**config.mk**
```make
export PLATFORM = sky130hd
export DESIGN_NAME = keyCmdDecoder
export DESIGN_NICKNAME = d
export VERILOG_FILES = /design/src/rtl/keyCmdPkg.sv /design/src/rtl/keyScanCtrl.sv /design/src/rtl/keyCmdPath.sv /design/src/rtl/keyCmdDecoder.sv
export SDC_FILE = /design/constraint.sdc
export NUM_CORES = 1
export LEC_CHECK = 0
export ABC_AREA = 1
export BUFFER_PORTS_ARGS = -buffer_cell sky130_fd_sc_hd__buf_2
export CAP_MARGIN = 20
export CORE_ASPECT_RATIO = 1.4
export CORE_UTILIZATION = 45
export CTS_CLUSTER_SIZE = 24
export DETAILED_ROUTE_END_ITERATION = 10
export HOLD_SLACK_MARGIN = 0.15
export PLACE_DENSITY = 0.69
export SLEW_MARGIN = 10
export SYNTH_ARGS = -nofsm -noshare
export SYNTH_HDL_FRONTEND = slang
export SYNTH_HIERARCHICAL = 1
export SYNTH_SLANG_ARGS = --single-unit
```
**constraint.sdc**
```tcl
create_clock -name clk -period 1.4 [get_ports clk]
set_input_delay 0.21 -clock clk [delete_from_list [all_inputs] [get_ports clk]]
set_output_delay 0.21 -clock clk [all_outputs]
set_load 0.05 [all_outputs]
```
**src/rtl/keyCmdPkg.sv**
```systemverilog
package keyCmdPkg;
  localparam int KEY_COUNT = 6;

  typedef enum logic [2:0] {
    KEY_POWER = 3'd0,
    KEY_VOLDN = 3'd1,
    KEY_VOLUP = 3'd2,
    KEY_PREV  = 3'd3,
    KEY_NEXT  = 3'd4,
    KEY_FEAT  = 3'd5
  } keyIdT;

  typedef enum logic [1:0] {
    ST_IDLE = 2'd0,
    ST_HELD = 2'd1,
    ST_WAIT = 2'd2
  } scanStateT;

  // command strobes from control to datapath
  typedef struct packed {
    logic pause;
    logic volDn;
    logic volUp;
    logic prev;
    logic restart;
    logic next;
    logic rewind;
    logic ffwd;
    logic mode;
    logic random;
    logic off;
  } cmdStrobeT;
endpackage

```
**src/rtl/keyScanCtrl.sv**
```systemverilog
module keyScanCtrl
  import keyCmdPkg::*;
#(
  parameter int LONG_TICKS = 16,
  parameter int OFF_TICKS  = 32
) (
  input  logic                 clk,
  input  logic                 rstN,
  input  logic                 scanTick,
  input  logic [KEY_COUNT-1:0] keyLevel,
  input  logic                 playedFiveSec,
  output cmdStrobeT            cmd
);
  localparam int CNT_W = $clog2(OFF_TICKS + 1);
  localparam logic [CNT_W-1:0] LONG_C = CNT_W'(LONG_TICKS);
  localparam logic [CNT_W-1:0] OFF_C  = CNT_W'(OFF_TICKS);
  localparam logic [CNT_W-1:0] ONE_C  = CNT_W'(1);

  scanStateT        state, stateNxt;
  keyIdT            lockKey, lockNxt, lowKey;
  logic [CNT_W-1:0] holdCnt, cntNxt, cntInc;
  logic             anyKey, lockedDown, longNow;

  assign anyKey = |keyLevel;

  // lowest-numbered key that is down
  always_comb begin
    lowKey = KEY_POWER;
    for (int i = KEY_COUNT - 1; i >= 0; i--) begin
      if (keyLevel[i]) lowKey = keyIdT'(i);
    end
  end

  assign lockedDown = keyLevel[lockKey];
  assign cntInc     = (holdCnt == OFF_C) ? holdCnt : holdCnt + ONE_C;
  assign longNow    = (cntInc >= LONG_C);

  always_comb begin
    cmd      = '0;
    stateNxt = state;
    cntNxt   = holdCnt;
    lockNxt  = lockKey;
    if (scanTick) begin
      case (state)
        ST_IDLE: begin
          if (anyKey) begin
            lockNxt  = lowKey;
            cntNxt   = ONE_C;
            stateNxt = ST_HELD;
          end
        end
        ST_HELD: begin
          if (lockedDown) begin
            cntNxt = cntInc;
            case (lockKey)
              KEY_POWER: cmd.off    = (holdCnt == OFF_C - ONE_C);
              KEY_VOLDN: cmd.volDn  = longNow;
              KEY_VOLUP: cmd.volUp  = longNow;
              KEY_PREV:  cmd.rewind = longNow;
              KEY_NEXT:  cmd.ffwd   = longNow;
              KEY_FEAT:  cmd.random = (holdCnt == LONG_C - ONE_C);
              default:   cmd        = '0;
            endcase
          end else begin
            if (holdCnt < LONG_C) begin
              case (lockKey)
                KEY_POWER: cmd.pause = 1'b1;
                KEY_VOLDN: cmd.volDn = 1'b1;
                KEY_VOLUP: cmd.volUp = 1'b1;
                KEY_PREV: begin
                  cmd.restart = playedFiveSec;
                  cmd.prev    = !playedFiveSec;
                end
                KEY_NEXT:  cmd.next  = 1'b1;
                KEY_FEAT:  cmd.mode  = 1'b1;
                default:   cmd       = '0;
              endcase
            end
            stateNxt = anyKey ? ST_WAIT : ST_IDLE;
          end
        end
        ST_WAIT: begin
          if (!anyKey) stateNxt = ST_IDLE;
        end
        default: stateNxt = ST_IDLE;
      endcase
    end
  end

  always_ff @(posedge clk or negedge rstN) begin
    if (!rstN) begin
      state   <= ST_IDLE;
      lockKey <= KEY_POWER;
      holdCnt <= '0;
    end else begin
      state   <= stateNxt;
      lockKey <= lockNxt;
      holdCnt <= cntNxt;
    end
  end
endmodule

```
**src/rtl/keyCmdPath.sv**
```systemverilog
module keyCmdPath
  import keyCmdPkg::*;
#(
  parameter int MODE_COUNT = 4
) (
  input  logic                          clk,
  input  logic                          rstN,
  input  cmdStrobeT                     cmd,
  output cmdStrobeT                     strobeQ,
  output logic [$clog2(MODE_COUNT)-1:0] modeQ,
  output logic                          randomQ
);
  localparam int MODE_W = $clog2(MODE_COUNT);
  localparam logic [MODE_W-1:0] MODE_LAST = MODE_W'(MODE_COUNT - 1);

  cmdStrobeT         strobeD;
  logic [MODE_W-1:0] modeD;

  always_comb begin
    strobeD      = cmd;
    strobeD.next = cmd.next | (cmd.random & !randomQ);
  end

  generate
    if (MODE_COUNT == (1 << MODE_W)) begin : g_pow2Wrap
      assign modeD = cmd.mode ? modeQ + MODE_W'(1) : modeQ;
    end else begin : g_cmpWrap
      assign modeD = !cmd.mode ? modeQ :
                     (modeQ == MODE_LAST) ? '0 : modeQ + MODE_W'(1);
    end
  endgenerate

  always_ff @(posedge clk or negedge rstN) begin
    if (!rstN) begin
      strobeQ <= '0;
      modeQ   <= '0;
      randomQ <= 1'b0;
    end else begin
      strobeQ <= strobeD;
      modeQ   <= modeD;
      randomQ <= randomQ ^ cmd.random;
    end
  end
endmodule

```
**src/rtl/keyCmdDecoder.sv**
```systemverilog
module keyCmdDecoder
  import keyCmdPkg::*;
#(
  parameter int LONG_TICKS = 16,
  parameter int OFF_TICKS  = 32,
  parameter int MODE_COUNT = 4,
  localparam int MODE_W    = $clog2(MODE_COUNT)
) (
  input  logic                 clk,
  input  logic                 rstN,
  input  logic                 scanTick,
  input  logic [KEY_COUNT-1:0] keyLevel,
  input  logic                 playedFiveSec,
  output logic                 pauseToggle,
  output logic                 volDown,
  output logic                 volUp,
  output logic                 prevTrack,
  output logic                 restartTrack,
  output logic                 nextTrack,
  output logic                 rewindStep,
  output logic                 fastFwdStep,
  output logic                 modeAdvance,
  output logic                 randomToggle,
  output logic                 powerOffReq,
  output logic [MODE_W-1:0]    spatialMode,
  output logic                 randomOn
);
  cmdStrobeT cmd, strobeQ;

  keyScanCtrl #(
    .LONG_TICKS(LONG_TICKS),
    .OFF_TICKS (OFF_TICKS)
  ) u_ctrl (
    .clk          (clk),
    .rstN         (rstN),
    .scanTick     (scanTick),
    .keyLevel     (keyLevel),
    .playedFiveSec(playedFiveSec),
    .cmd          (cmd)
  );

  keyCmdPath #(
    .MODE_COUNT(MODE_COUNT)
  ) u_path (
    .clk    (clk),
    .rstN   (rstN),
    .cmd    (cmd),
    .strobeQ(strobeQ),
    .modeQ  (spatialMode),
    .randomQ(randomOn)
  );

  assign pauseToggle  = strobeQ.pause;
  assign volDown      = strobeQ.volDn;
  assign volUp        = strobeQ.volUp;
  assign prevTrack    = strobeQ.prev;
  assign restartTrack = strobeQ.restart;
  assign nextTrack    = strobeQ.next;
  assign rewindStep   = strobeQ.rewind;
  assign fastFwdStep  = strobeQ.ffwd;
  assign modeAdvance  = strobeQ.mode;
  assign randomToggle = strobeQ.random;
  assign powerOffReq  = strobeQ.off;
endmodule

```
# Yosys cells after proc, flatten, opt, wreduce, memory -nomap -nowiden
# Index checks and enable logic that the tools add are counted.
# Widths: inputs -> output; s select.
[word_totals] reg_bits=25 out_inout_bits=14
[classes] n_eq_ne=14 n_reduce_logical=9 magnitude_cmp=3 bitwise=3 n_addsub=2 mux=33
[ops] operator="$mux 11" n=4
[ops] operator="$mux 3" n=6
[ops] operator="$mux 6" n=3
[ops] operator="$mux 1" n=12
[ops] operator="$pmux 6 s2" n=1
[ops] operator="$mux 2" n=5
[ops] operator="$reduce_and 4->1" n=2
[ops] operator="$add 6x1->6 const B" n=1
[ops] operator="$eq 3x2->1 const B" n=2
[ops] operator="$eq 3x3->1 const B" n=2
[ops] operator="$eq 6x4->1 const B" n=1
[ops] operator="$eq 6x5->1 const B" n=1
[ops] operator="$eq 6x6->1 const B" n=1
[ops] operator="$ge 6x5->1 const B" n=1
[ops] operator="$lt 6x5->1 const B" n=1
[ops] operator="$pmux 2 s3" n=1
[ops] operator="$reduce_or 6->1" n=1
[ops] operator="$lt 3x4->1 const B" n=1
[ops] operator="$ne 2x1->1 const B" n=2
[ops] operator="$ne 2x2->1 const B" n=2
[ops] operator="$bmux 1 s3" n=1
[ops] operator="$eq 3x1->1 const B" n=1
[ops] operator="$logic_not 3->1" n=1
[ops] operator="$reduce_and 3->1" n=1
[ops] operator="other kinds (9)" n=10

# Logic depth before layout (Yosys ltp)
# Gate-level depths: netlist (run 1).
[depth] depth_word=9 mapped_depth=14 mapped_depth_nobuf=13

# Modules after synthesis
# Netlist (run 1), hierarchy kept.
[by_module_without_submodules] module="keyScanCtrl" cells_per_inst=152 area_each_um2=978.4 n_inst=1
[by_module_without_submodules] module="keyCmdPath" cells_per_inst=26 area_each_um2=410.4 n_inst=1

# Worst setup path after synthesis (run 1)
# OpenSTA, ideal clock, no wires.
[synth_path] path_kind="flip-flop to flip-flop" start="register u_ctrl.lockKey[0]" end="register u_path.modeQ[1]" setup_time_ns=0.120 slack_ns=-0.109 arrival_ns=1.389 stages_incl_launch_ff=14 synth_period_minus_slack_ns=1.509 n_path_buf=1 cell_sequence="dfrtp_1 buf_6 nand2_1 nand2_1 nand2_1 nand2_1 nand2_2 nand2_2 inv_2 nand3_2 nor2_1 nand2_1 nand2_1 nand2_1"
[synth_rtl] item="start: declaration" line="keyScanCtrl.sv:20" text="keyIdT lockKey, lockNxt, lowKey;"
[synth_rtl] item="start signal: assignment" line="keyScanCtrl.sv:97" text="lockKey <= lockNxt;"
[synth_rtl] item="end signal: assignment" line="keyCmdPath.sv:40" text="modeQ <= modeD;"
[synth_rtl] item="end: declaration" line="keyCmdPath.sv:10" text="output logic [$clog2(MODE_COUNT)-1:0] modeQ,"

==> results of run 1 <==
sequential cells by signal (all words and copies together) (netlist names):
signal and count:
u_path/randomQ 1, u_ctrl/state 2, u_path/modeQ 2, u_path/strobeQ 11, u_ctrl/lockKey 3, u_ctrl/holdCnt 6
Yosys cell counts:
cell / number
inv_1: 20
xor2_1: 2
nor2_1: 29
nand4_1: 1
nor2_2: 1
nand3_4: 1
inv_2: 1
nand3_1: 13
nand2_2: 2
nand3b_1: 2
o21ai_1: 3
inv_4: 1
buf_6: 1
or2_0: 1
clkinv_1: 1
dfrtp_1: 25
xnor2_1: 1
buf_12: 1
o21ai_2: 1
nand2_4: 1
o21ai_0: 6
nor2_4: 2
o31ai_1: 2
a21oi_1: 2
or2_1: 1
nand3_2: 2
nand2_1: 48
ha_1: 3
nor3_1: 3
nor3b_1: 1
critical path: stages (launching register included):
cell     delay (ps)
dfrtp_2         480
inv_4            90
nand2_2          50
nand2_1          60
nand2_1          50
nand2_1          80
nand2_2          80
nand2_4          90
nand4_1         130
nor2_2          140
ha_1            240
inv_1            50
per-stage QoR:
step	power, mW	area [sq um]	TNS, ps	util	setup WS [ps]
after floorplan	1.78	1400	-234	-	-74.2
after global placement	2.21	1690	-228	0.582	-88.5
after detailed placement	2.26	1690	-650	0.582	-166
after CTS	2.75	1790	-262	0.616	-114
after global routing	3.06	1840	-2620	0.633	-272
final	2.86	1840	-1030	0.633	-182
cell type report:
class,instances,area [sq um],area share
Clock inverter,1,7.51,0.00408
Inverter,23,88.8,0.0483
Tap cell,37,46.3,0.0252
Timing Repair Buffer,47,300,0.163
Sequential cell,25,627,0.341
Clock buffer,3,41.3,0.0224
Multi-Input combinational cell,128,728,0.396
cells by family after synthesis:
group / synth area share
AO/OA/AOI/OAI: 0.0568
XOR/XNOR: 0.0189
adder cells (fa/ha/maj): 0.0270
buffers and inverters: 0.0865
flip-flops: 0.450
AND/OR/NAND/NOR: 0.360
power breakdown:
| group | switching, mW | leakage (nW) | total [mW] | internal (mW) |
|---|---|---|---|---|
| Combinational | 0.851 | 0.604 | 1.45 | 0.596 |
| Sequential | 0.135 | 0.334 | 0.971 | 0.836 |
| Clock | 0.237 | 0.0217 | 0.439 | 0.202 |
worst max path at each step:
| stage | endpoint | cells past startpoint |
|---|---|---|
| 4_1_cts | u_path/strobeQ[5] | 10 |
| 2_1_floorplan | u_path/strobeQ[5] | 11 |
| 3_5_place_dp | u_path/strobeQ[5] | 11 |
| 6_report | u_path/randomQ | 11 |
| 5_1_grt | u_path/strobeQ[5] | 11 |
| 3_3_place_gp | u_path/strobeQ[5] | 11 |
routing by layer:
metal,vias to the layer above,GRT usage
met3,8,0.0270
met5,-,0
met4,0,0.136
li1,653,-
met1,633,0.211
met2,35,0.458
repair_timing:
action / in CTS / in global routing
pin swaps: 1 / 5
setup buffers: 1 / 0
hold endpoints to repair: 26 / 0
resized for setup: 8 / 18
cloned: 0 / 0
hold buffers: 2 / 0
setup endpoints to repair: 16 / 19
==> results.md, run 1 <==
* Worst setup margin at -182 ps
* Wl on met1 at ~1.3 mm
* DR iter-0 viols at 32
* Hold crit path type: input pin to flip-flop
* Synthesis warning total at 6
* Input/output buffers at 23
* Max_slew headroom at 0.625
* Failing checks: negative setup slack
* Hpwl dp at 2.38 mm
* Initial antenna violation count at 0
* FF-to-FF path depth at 11
* Routed WL per cell at approximately 13 um
* Total number of vias at roughly 1300
* Row cnt at 23
* Die height at a little under 70 um
* Hold EP: u_path/strobeQ[6]
* Most frequent cells in the layout: nand2_1 (39), nor2_1 (24), dfrtp_1 (24)
* CTS clk-pin slew, worst paths at 90 ps
* Minimum clock period at ~1600 ps
* RR Endpoint: u_path/randomQ
* Power Density at between 1500 and 2000 nW/um^2
* Starting Density at 0.478
* Area Overhead vs Synth at 32.4%
* Final cell count without fillers at 264
* Synthesized area at approximately 1400 sq um
* Horiz. Die Dim at approximately 49 um
* Detailed Route WL at between 3 and 4 mm
* Slew Limit Fails at 0
* First-pass GRT wire length at around 5.7 mm
* Syn nets at between 150 and 200
* Pin count of the biggest net entering global routing at 26
* Top Metal Used: met4
* Top cells by area, synth: dfrtp_1 (45%), nand2_1 (13%), nor2_1 (7.8%)
* Largest area contributor in the netlist: dfrtp_1
* Bufs on Longest Clock Path at 2
* Flops & latches, synth at 25
* Critical path peak fanout at 7
* Max_cap viols at 0
* R2R Path Start: u_ctrl/lockKey[0]
* Layout cells sized above 1 at 0.361
* Num ports at 24
* H-tree depth at 1
* Final setup violation count at 13
* Router iterations before antenna repair at 4
* Placed cells at approximately 260
* Clock Latency Late Sink at around 270 ps
* CP arrival at about 1800 ps
* Routability cong. at 0.892
* Min-Delay Startpoint: playedFiveSec
* Fin crit share at 1.13
* CTS sink count at 25
* CP Capture Type: flip-flop
* Nets at between 200 and 250
* Layout filler cell count at ~260
* Total congestion overflow at 0
* Required time worst endpoint at roughly 1600 ps
* Met2 WL at about 1.9 mm
* Status: finished with violations
* Commonest non-fill, non-tap cell in the layout: nand2_1
* CTS tree: yes
* Slew @ Worst Pin at roughly 560 ps
* Crit start category: flip-flop
* Avg Inst Size Synth at between 7 and 8 sq um
* Synth unique cells at 30
* RSZ-0062 raised after global routing: yes
* Hold_ws at about 170 ps
* Maximum VDD drop at roughly 1.1 mV
* Hold path depth at 3
* Post-route ant nets at 0
* Setup Skew at between 3 and 4 ps
* Leakage Power at 0.960 nW
* Number of global-route vias before repair at between 1000 and 1500
* Post-synth top area share at 0.450
* Core area at around 2900 sq um
* Maximum clock frequency at approximately 630 MHz
* CTS Buf Count at 3
* Crit Path Class: flip-flop to flip-flop
* WL met3 at roughly 87 um
* Total GRT Usage at 0.224
* Clock Root Buffer: clkbuf_8
* Hold violation count in the final report at 0
* CP startpoint: u_ctrl/lockKey[0]
* Post-synthesis sequential area ratio at 0.450
* Vias per Instance at 5.03
* R2R setup slack at -180 ps
* Post-Synthesis Cells at 178
* # DRC at 0
* Full die area at approximately 3300 sq um
* Diode count at 0
No activity file was read; power rests on OpenSTA's default activity.
==> run 2, diff against run 1 <==
--- a/config.mk
+++ b/config.mk
@@ -6,6 +6,7 @@
 export NUM_CORES = 1
 export LEC_CHECK = 0
 export ABC_AREA = 1
+export ABC_CLOCK_PERIOD_IN_PS = 1400
 export BUFFER_PORTS_ARGS = -buffer_cell sky130_fd_sc_hd__buf_2
 export CAP_MARGIN = 20
 export CORE_ASPECT_RATIO = 1.4
@@ -14,6 +15,7 @@
 export DETAILED_ROUTE_END_ITERATION = 10
 export HOLD_SLACK_MARGIN = 0.15
 export PLACE_DENSITY = 0.69
+export REMOVE_ABC_BUFFERS = 1
 export SLEW_MARGIN = 10
 export SYNTH_ARGS = -nofsm -noshare
 export SYNTH_HDL_FRONTEND = slang
==> run 2 against run 1 <==
The run still ends with negative setup slack left. Setup slack better by 44 ps. Non-clock buffer count is 6 higher. Via count is 1.1% higher. Maximum frequency is 2.9% higher. Largest power group unchanged. Highest routed layer unchanged.
==> results.md, run 2 (synthesis gave the netlist of run 1 again) <==
* Placed cells at 256 (-0.39%)
* CP Capture Type: flip-flop
* First-pass GRT wire length at 5.33 mm (-6.7%)
* Design Power at 3.00 mW (+5.0%)
* Failing checks: negative setup slack
* Row cnt at 23 (unchanged)
* Max_slew headroom at 0.630 (+0.00498)
* Detailed Route WL at 3.14 mm (-6.1%)
* Largest regs: u_path/strobeQ (11), u_ctrl/holdCnt (6), u_ctrl/lockKey (3)
* Leakage Power at 1.00 nW (+4.2%)
* # DRC at 0 (unchanged)
* DR iter-0 viols at 18 (-44%)
* Design area at 1900 sq um (+3.1%)
* Post-route ant nets at 0 (unchanged)
* Biggest register: u_path/strobeQ
* RSZ-0062 raised after global routing: yes
* Hold violation count in the final report at 0 (unchanged)
* Layout cells sized above 1 at 0.378 (+0.0164)
* Maximum clock frequency at 650 MHz (+2.9%)
* Clock Latency Late Sink at 270 ps (about the same)
* Worst setup margin at -138 ps (+43.9 ps)
* Total GRT Usage at 0.212 (-0.0120)
* Setup Skew at 7.90 ps (+4.62 ps)
* Final setup violation count at 12 (-1)
* Hpwl dp at 2.33 mm (-2.1%)
* Pin count of the biggest net entering global routing at 26 (unchanged)
* Critical path peak fanout at 7 (unchanged)
* CTS clk-pin slew, worst paths at 90 ps (about the same)
* Clock Root Buffer: clkbuf_8
* WL met3 at 49 um (-44%)
* Crit Path Class: flip-flop to flip-flop
* Total number of vias at 1343 (+1.1%)
* Horiz. Die Dim at 49.0 um (unchanged)
* Fin crit share at 1.10 (-0.0314)
* Slew @ Worst Pin at 555 ps (-7.47 ps)
* CTS Buf Count at 3 (unchanged)
* Crit start category: flip-flop
* Core area at 2910 sq um (unchanged)
* Required time worst endpoint at 1560 ps (-60 ps)
* Starting Density at 0.478 (unchanged)
* Area Overhead vs Synth at 36.5%
* CP arrival at 1700 ps (-100 ps)
* Top Metal Used: met4
* Die height at 67.7 um (unchanged)
* Post-DP Area at 1670 sq um (-1.3%)
* Met2 WL at 1.81 mm (-6.1%)
* Hold crit path type: input pin to flip-flop
* Wl on met1 at 1.22 mm (-2.9%)
* Total congestion overflow at 0 (unchanged)
* Number of global-route vias before repair at 1283 (-7.5%)
* Layout filler cell count at 260 (+1.2%)
* Input/output buffers at 23 (unchanged)
* Num ports at 24 (unchanged)
* Final cell count without fillers at 270 (+2.3%)
* Routability cong. at 0.894 (+0.22%)
* Minimum clock period at 1540 ps (-43.9 ps)
* Post-place setup slack at -169 ps (-2.98 ps)
* CTS sink count at 25 (unchanged)
* Commonest non-fill, non-tap cell in the layout: nand2_1
* Setup TNS at -1050 ps (-16.5 ps)
* Power Density at 1580 nW/um^2 (+1.9%)
* Slew Limit Fails at 0 (unchanged)
* Hold_ws at 185 ps (+18.5 ps)
* Diode count at 0 (unchanged)
* Bufs on Longest Clock Path at 2 (unchanged)
* Initial antenna violation count at 0 (unchanged)
* Most frequent cells in the layout: nand2_1 (40), buf_4 (25), nor2_1 (24), dfrtp_1 (24), buf_2 (23)
* Full die area at 3320 sq um (unchanged)
* Nets at 247 (+2.5%)
* Finished Core Util at 0.652 (+0.0194)
* Maximum VDD drop at 1.12 mV (-0.68%)
* Max reg flops at 11 (unchanged)
* Status: finished with violations
* Vias per Instance at 4.97 (-1.2%)
* Max_cap viols at 0 (unchanged)
* Router iterations before antenna repair at 6 (+2)
* Routed WL per cell at 11.6 um (-8.2%)
* H-tree depth at 1 (unchanged)
* CTS tree: yes
run 2: metal layers:
| layer | up-vias | track usage |
|---|---|---|
| met5 | - | 0 |
| met4 | 0 | 0.110 |
| met3 | 8 | 0.0203 |
| met2 | 27 | 0.438 |
| met1 | 641 | 0.207 |
| li1 | 667 | - |
run 2: what timing repair did:
| action | in CTS | in global routing |
|---|---|---|
| endpoints found under the hold margin | 26 | 0 |
| buffers inserted | 5 | 5 |
| hold buffers | 2 | 0 |
| pin swaps | 8 | 7 |
| resized for setup | 13 | 15 |
| setup endpoints to repair | 7 | 19 |
run 2: final timing paths:
| check | start | end | slack, ps | cells past startpoint |
|---|---|---|---|---|
| max reg2reg | u_ctrl/lockKey[0] | u_path/strobeQ[5] | -140 | 10 |
| min reg2reg | u_path/modeQ[1] | u_path/modeQ[1] | 510 | 2 |
| max | u_ctrl/lockKey[0] | u_path/strobeQ[5] | -140 | 10 |
| min in group asynchronous | rstN | u_path/strobeQ[8] | 450 | 2 |
| min | playedFiveSec | u_path/strobeQ[6] | 180 | 3 |
| max in group asynchronous | rstN | u_ctrl/lockKey[0] | 540 | 2 |
run 2: worst max-delay path, cell delays in order, from the launching register on:
cell     delay (ps)
dfrtp_2         470
nand2_1          90
nand2_1          50
nand2_1          50
nand2_1          60
nand2_2          90
nand2_4          60
nand4_1         110
nor2_2           60
ha_1            180
or2_1           210
run 2: layout make-up:
class	instances	area, sq um	share of cell area
clock inverters	1	5.00	0.00264
multi-input cells	128	722	0.381
repair buffers	53	365	0.193
well taps	37	46.3	0.0244
clock buffers	3	41.3	0.0218
inverters	23	88.8	0.0469
flip-flops and latches	25	627	0.331
run 2: report_power, final:
group          total, mW  leakage [nW]  internal (mW)  switching (mW)
registers          0.956         0.334          0.836           0.120
clock network      0.425        0.0255          0.199           0.226
logic               1.62         0.640          0.750           0.868
